File: config.mk
export PLATFORM = sky130hd
export DESIGN_NAME = sclRateGen
export DESIGN_NICKNAME = d
export VERILOG_FILES = /design/src/rtl/sclRatePkg.sv /design/src/rtl/sclRateDp.sv /design/src/rtl/sclRateCtrl.sv /design/src/rtl/sclRateGen.sv
export SDC_FILE = /design/constraint.sdc
export NUM_CORES = 1
export LEC_CHECK = 0
export BUFFER_PORTS_ARGS = -buffer_cell sky130_fd_sc_hd__buf_2
export CAP_MARGIN = 25
export CORE_UTILIZATION = 45
export CTS_BUF_LIST = sky130_fd_sc_hd__clkbuf_16
export CTS_CLUSTER_SIZE = 10
export DETAILED_ROUTE_END_ITERATION = 8
export PLACE_DENSITY = 0.82
export SYNTH_ARGS = -nofsm -noshare
export SYNTH_HDL_FRONTEND = slang
export SYNTH_SLANG_ARGS = --single-unit
File: constraint.sdc
create_clock -name clk -period 1.6 [get_ports clk]
set_clock_uncertainty 0.1 [all_clocks]
set_input_delay 0.16 -clock clk [delete_from_list [all_inputs] [get_ports clk]]
set_output_delay 0.16 -clock clk [all_outputs]
set_load 0.01 [all_outputs]
File: src/rtl/sclRatePkg.sv
package sclRatePkg;
  localparam int DEF_RELOAD_W = 7;

  typedef struct packed {
    logic load;
    logic dec;
    logic clear;
  } cntCmd_t;
endpackage

File: src/rtl/sclRateDp.sv
module sclRateDp
  import sclRatePkg::*;
#(
  parameter int RELOAD_W = DEF_RELOAD_W
) (
  input  logic                clk,
  input  logic                rstN,
  input  cntCmd_t             cmd,
  input  logic [RELOAD_W-1:0] reloadVal,
  output logic                cntLast,
  output logic                cntZero
);
  localparam logic [RELOAD_W-1:0] ONE = {{(RELOAD_W-1){1'b0}}, 1'b1};

  logic [RELOAD_W-1:0] count;

  always_ff @(posedge clk or negedge rstN) begin
    if (!rstN) begin
      count <= '0;
    end else if (cmd.clear) begin
      count <= '0;
    end else if (cmd.load) begin
      count <= reloadVal;
    end else if (cmd.dec) begin
      count <= count - ONE;
    end
  end

  assign cntLast = (count == ONE);
  assign cntZero = (count == '0);

  // the controller never steps the counter past its last tick
  assert_dec_above_one_R3: assert property (@(posedge clk) disable iff (!rstN)
    cmd.dec |-> (count > ONE));

  // a reload captures the divisor present at that moment
  assert_load_value_R5: assert property (@(posedge clk) disable iff (!rstN)
    (cmd.load && !cmd.clear) |=> (count == $past(reloadVal)));

  // at most one counter command per cycle
  assert_one_cmd_R7: assert property (@(posedge clk) disable iff (!rstN)
    $onehot0({cmd.load, cmd.dec, cmd.clear}));
endmodule

File: src/rtl/sclRateCtrl.sv
module sclRateCtrl
  import sclRatePkg::*;
#(
  parameter int RELOAD_W = DEF_RELOAD_W
) (
  input  logic                clk,
  input  logic                rstN,
  input  logic                masterEn,
  input  logic [RELOAD_W-1:0] reloadVal,
  input  logic                bufWrite,
  input  logic                phaseTick,
  input  logic                xferDone,
  input  logic                sclIn,
  input  logic                cntLast,
  input  logic                cntZero,
  output cntCmd_t             cmd,
  output logic                rollPulse,
  output logic                sclOut,
  output logic                busy,
  output logic                cfgError
);
  logic reloadIsZero;
  logic startReq;
  logic startOk;
  logic startBad;
  logic stretchOk;
  logic stepNow;
  logic rollNow;
  logic reloadBad;
  logic stopNow;

  assign reloadIsZero = (reloadVal == '0);
  assign startReq     = bufWrite & masterEn & ~busy;
  assign startOk      = startReq & ~reloadIsZero;
  assign startBad     = startReq & reloadIsZero;
  // a released half waits for the wire to really be high
  assign stretchOk    = ~sclOut | sclIn;
  assign stepNow      = busy & phaseTick & stretchOk & ~xferDone;
  assign rollNow      = stepNow & cntLast;
  assign reloadBad    = rollNow & reloadIsZero;
  assign stopNow      = (busy & xferDone) | reloadBad;

  always_comb begin
    cmd       = '0;
    cmd.clear = stopNow;
    cmd.load  = startOk | (rollNow & ~reloadBad);
    cmd.dec   = stepNow & ~cntLast;
  end

  always_ff @(posedge clk or negedge rstN) begin
    if (!rstN) begin
      busy      <= 1'b0;
      sclOut    <= 1'b1;
      rollPulse <= 1'b0;
      cfgError  <= 1'b0;
    end else begin
      rollPulse <= rollNow;
      if (rollNow) begin
        sclOut <= ~sclOut;
      end
      if (startOk) begin
        busy <= 1'b1;
      end else if (stopNow) begin
        busy <= 1'b0;
      end
      if (startBad || reloadBad) begin
        cfgError <= 1'b1;
      end else if (startOk) begin
        cfgError <= 1'b0;
      end
    end
  end

  // every strobe comes with a freshly inverted SCL level
  assert_roll_toggles_R4: assert property (@(posedge clk) disable iff (!rstN)
    rollPulse |-> (sclOut != $past(sclOut)));

  // while busy the counter always holds a live value
  assert_busy_live_count_R2: assert property (@(posedge clk) disable iff (!rstN)
    busy |-> !cntZero);

  // no rollover while a released line is held low
  assert_stretch_hold_R8: assert property (@(posedge clk) disable iff (!rstN)
    (busy && sclOut && !sclIn) |=> !rollPulse);

  // an idle generator keeps SCL where it was
  assert_idle_scl_R7: assert property (@(posedge clk) disable iff (!rstN)
    !busy |=> $stable(sclOut));

  // a zero divisor never starts the counter
  assert_zero_nostart_R6: assert property (@(posedge clk) disable iff (!rstN)
    (bufWrite && masterEn && !busy && (reloadVal == '0)) |=> (!busy && cfgError));
endmodule

File: src/rtl/sclRateGen.sv
module sclRateGen
  import sclRatePkg::*;
#(
  parameter int RELOAD_W = DEF_RELOAD_W
) (
  input  logic                clk,
  input  logic                rstN,
  input  logic                masterEn,
  input  logic [RELOAD_W-1:0] reloadVal,
  input  logic                bufWrite,
  input  logic                phaseTick,
  input  logic                xferDone,
  input  logic                sclIn,
  output logic                rollPulse,
  output logic                sclOut,
  output logic                busy,
  output logic                cfgError
);
  cntCmd_t cmd;
  logic    cntLast;
  logic    cntZero;

  sclRateCtrl #(.RELOAD_W(RELOAD_W)) ctrlInst (
    .clk       (clk),
    .rstN      (rstN),
    .masterEn  (masterEn),
    .reloadVal (reloadVal),
    .bufWrite  (bufWrite),
    .phaseTick (phaseTick),
    .xferDone  (xferDone),
    .sclIn     (sclIn),
    .cntLast   (cntLast),
    .cntZero   (cntZero),
    .cmd       (cmd),
    .rollPulse (rollPulse),
    .sclOut    (sclOut),
    .busy      (busy),
    .cfgError  (cfgError)
  );

  sclRateDp #(.RELOAD_W(RELOAD_W)) dpInst (
    .clk       (clk),
    .rstN      (rstN),
    .cmd       (cmd),
    .reloadVal (reloadVal),
    .cntLast   (cntLast),
    .cntZero   (cntZero)
  );
endmodule

==> metrics.yaml <==
flow_run:
  max_cap_viols: 0
timing:
  finalHoldViolations: 0
  setup_viol: 5
  f_max_mhz: 570
  final.period_utilization: 1.10
  setup_slack_ns: -0.154
  drv_slew: 0
  fin_crit_ns: 1.75
  worst_slew_pin_slew_ns: 0.490
  rsz0062_at_grt: "true"
  timing.slew.headroom: 0.671
clocking:
  cts.reportedPaths.clkPinSlew_ns: 0.04
  h-tree-depth: 1
  clk-insertion-delay-late_ns: 0.24
  buffer_levels_on_the_longest_clock_path: 2
  cts_made_buffers: 3
  clkSinkCount: 11
  cts.root.buffer_cell: "clkbuf_16"
  cts_tree: "yes"
synth:
  yosys.area_share.adder: 0.0353
  netlist.top_cell.by_area: "dfrtp_1"
  synthCells: 67
  synthesis.yosys.warnings: 0
  area_fraction_of_the_dominant_cell_type_after_synthesis: 0.353
  parity_gate_share_of_the_synthesized_area_counting_xor_and_xnor_cells: 0.0247
  synth-seq-cells: 11
  largest_family_of_logic_cells_by_synthesized_area: "simple AND/OR/NAND/NOR gates"
  synthTopCellsByArea: "dfrtp_1, a22oi_1, dfstp_2"
  synthArstFlopShare: 1.00
  area_fraction_in_compound_gates_after_synthesis: 0.254
  synth.lib_cells_used.distinct: 33
  netlist_area_um2: 708
  synth-seq-area-share: 0.390
  post_synthesis_mux_area_share: 0
  synth.net_count: 83
  post_synthesis_simple_gate_area_fraction: 0.269
  syn_avg_cell_area_um2: 10.6
  ys_dominant_reg_cell: "dfrtp_1"
  count_of_flip_flops_with_a_built_in_enable_after_synthesis: 0
setup_path:
  r2r_start: "dpInst.count[1]"
  timing.critical_path.arrival_ns: 1.77
  worstRegToRegCells: 7
  timing.critical_path.fanout_max: 5
  reg2reg_to: "dpInst.count[5]"
  regToRegSetupSlack_ns: -0.15
  req_time_crit_path_ns: 1.61
  timing.setup.critical_path_class: "reg -> reg"
  setup.worst_path.start_class: "register"
  worst_setup_path_end_kind: "register"
layout:
  fillers: 81
  antenna_cells: 0
  post_layout_nonfiller_instances: 128
  regArea_um2: 277
  area_of_the_multi_input_gates_um2: 519
  share_of_layout_cells_above_drive_strength_1: 0.611
  area_growth_pct: 68.2
  post_layout_nets: 130
floorplanning:
  effective_utilization_at_floorplan: 0.512
  die_area_mm2: 0.00174
  placeableCoreArea_mm2: 0.00138
  ios: 18
  die-width_um: 41.7
  floorplan.die.height_um: 41.7
  rows: 13
min_path:
  min_to: "dpInst.count[1]"
  worst_hold_startpoint: "reloadVal[1]"
  min-delay-path-class: "in -> reg"
  min_path_cells: 3
placed_design:
  placed_cells_incl_taps: 119
  detailed_place_hpwl_um: 1430
  globalplace.congestion: 0.793
  count_of_input_and_output_buffers: 17
detailed_routing:
  final_wirelength_um: 2170
  remaining_drc_errors: 0
  detail_route.iter0.violations: 19
  drt_pass1_iterations: 4
  vias_per_cell: 5.83
  routedWlPerCell_um: 16.9
  ant_nets: 0
  num_vias: 746
power_and_ir_drop:
  totalPowerFinal_w: 0.00163
  total_leakage_power_nw: 0.556
  power_per_cell_area_mw_per_mm2: 1370
  ir_drop_mv: 0.909
global_routing:
  grt_overflow_total: 0
  first_global_vias: 772
  grt.total_usage: 0.274
  grt_start_max_net_pins: 12
  grt_pass1_wl_um: 3510
  antenna_found_initial: 0
run_status:
  outcome: "finished, violations left"
  failed_checks: "setup timing"
==> sequential cells by signal, indices dropped and copies added (netlist names) <==
name,count
ctrlInst.rollPulse,1
ctrlInst.sclOut,1
ctrlInst.busy,1
ctrlInst.cfgError,1
dpInst.count,7
==> metal layers <==
metal,vias up,part of all wire,global-route usage
li1,348,-,-
met1,347,0.43,0.321
met3,10,0.063,0.0739
met4,0,0.025,0.168
met2,41,0.48,0.441
met5,-,0,0
==> worst max path at each step <==
stage               startpoint               to  slack [ns]  cells after the start
6_report       dpInst.count[1]  dpInst.count[5]       -0.15                      7
5_1_grt        dpInst.count[1]  dpInst.count[3]       -0.21                      7
4_1_cts        dpInst.count[1]  dpInst.count[5]        -0.1                      7
3_5_place_dp   dpInst.count[1]  dpInst.count[5]       -0.17                      7
3_3_place_gp   dpInst.count[1]  dpInst.count[5]       -0.05                      7
2_1_floorplan  dpInst.count[1]  dpInst.count[5]       -0.09                      7
==> logic make-up after synthesis <==
logic type               after synthesis
buffers and inverters                  5
flip-flops                            11
adder cells (fa/ha/maj)                2
XOR/XNOR                               2
AO/OA/AOI/OAI                         23
AND/OR/NAND/NOR                       24
==> worst max-delay path, stage by stage (launching register included) <==
cell,delay (ns)
dfrtp_1,0.38
inv_2,0.08
ha_4,0.12
nor3b_4,0.24
nand4_4,0.14
a22o_4,0.27
a32oi_2,0.19
o22ai_1,0.11
==> cells in the final DEF (no fill, tap or decap), drive strengths merged, types with 2 or more instances in the layout <==
cell type	Yosys	layout
nor2	3	3
inv	5	6
clkbuf	0	3
o2bb2ai	2	2
xnor2	2	2
nand2b	2	2
nor2b	2	2
o21bai	2	2
nand2	6	6
a22oi	6	6
dfrtp	10	10
nor3	3	3
ha	2	2
o22ai	2	2
nor4	2	2
buf	0	41
o21ai	3	3
a21oi	2	2
==> stage by stage <==
step	utilization	TNS (ns)	hold slack [ns]	cell area, um^2	setup WS [ns]
final	0.862	-0.541	0.0893	1190	-0.154
after global routing	0.862	-1.16	0.0954	1190	-0.213
after CTS	0.836	-0.245	0.0946	1160	-0.0976
after detailed placement	0.705	-0.548	-0.0559	975	-0.168
after global placement	0.705	-0.226	-0.0586	975	-0.0547
after floorplan	-	-0.220	-0.236	721	-0.0863
==> report_power, final <==
group	leakage, nW	switching (W)	internal [W]
Sequential	0.142	0.0000717	0.000358
Clock	0.0423	0.000126	0.000328
Combinational	0.372	0.000359	0.000389
Total	0.556	0.000557	0.00108
==> synthesized netlist by cell type, types with 2 or more instances <==
master / n
o21ai_0: 3
inv_1: 5
a22oi_1: 6
o22ai_1: 2
ha_1: 2
xnor2_1: 2
o2bb2ai_1: 2
o21bai_1: 2
dfrtp_1: 10
nand2_1: 6
nor3_2: 2
nor2b_1: 2
nor2_1: 3
==> layout make-up <==
cell class                 count  share of cell area
multi-input combinational     51               0.436
timing repair buffer          42               0.234
sequential                    11               0.232
clock buffer                   3              0.0630
inverter                       5              0.0158
tap                           15              0.0158
clock inverter                 1             0.00315
==> repair_timing <==
action	CTS	global route
setup buffers	3	1
gates resized for setup	16	8
endpoints found under the hold margin	11	0
hold buffers	1	0
pin swaps	6	5
endpoints found under the setup margin	5	10
Note: power is estimated with default switching activity, not from simulation.
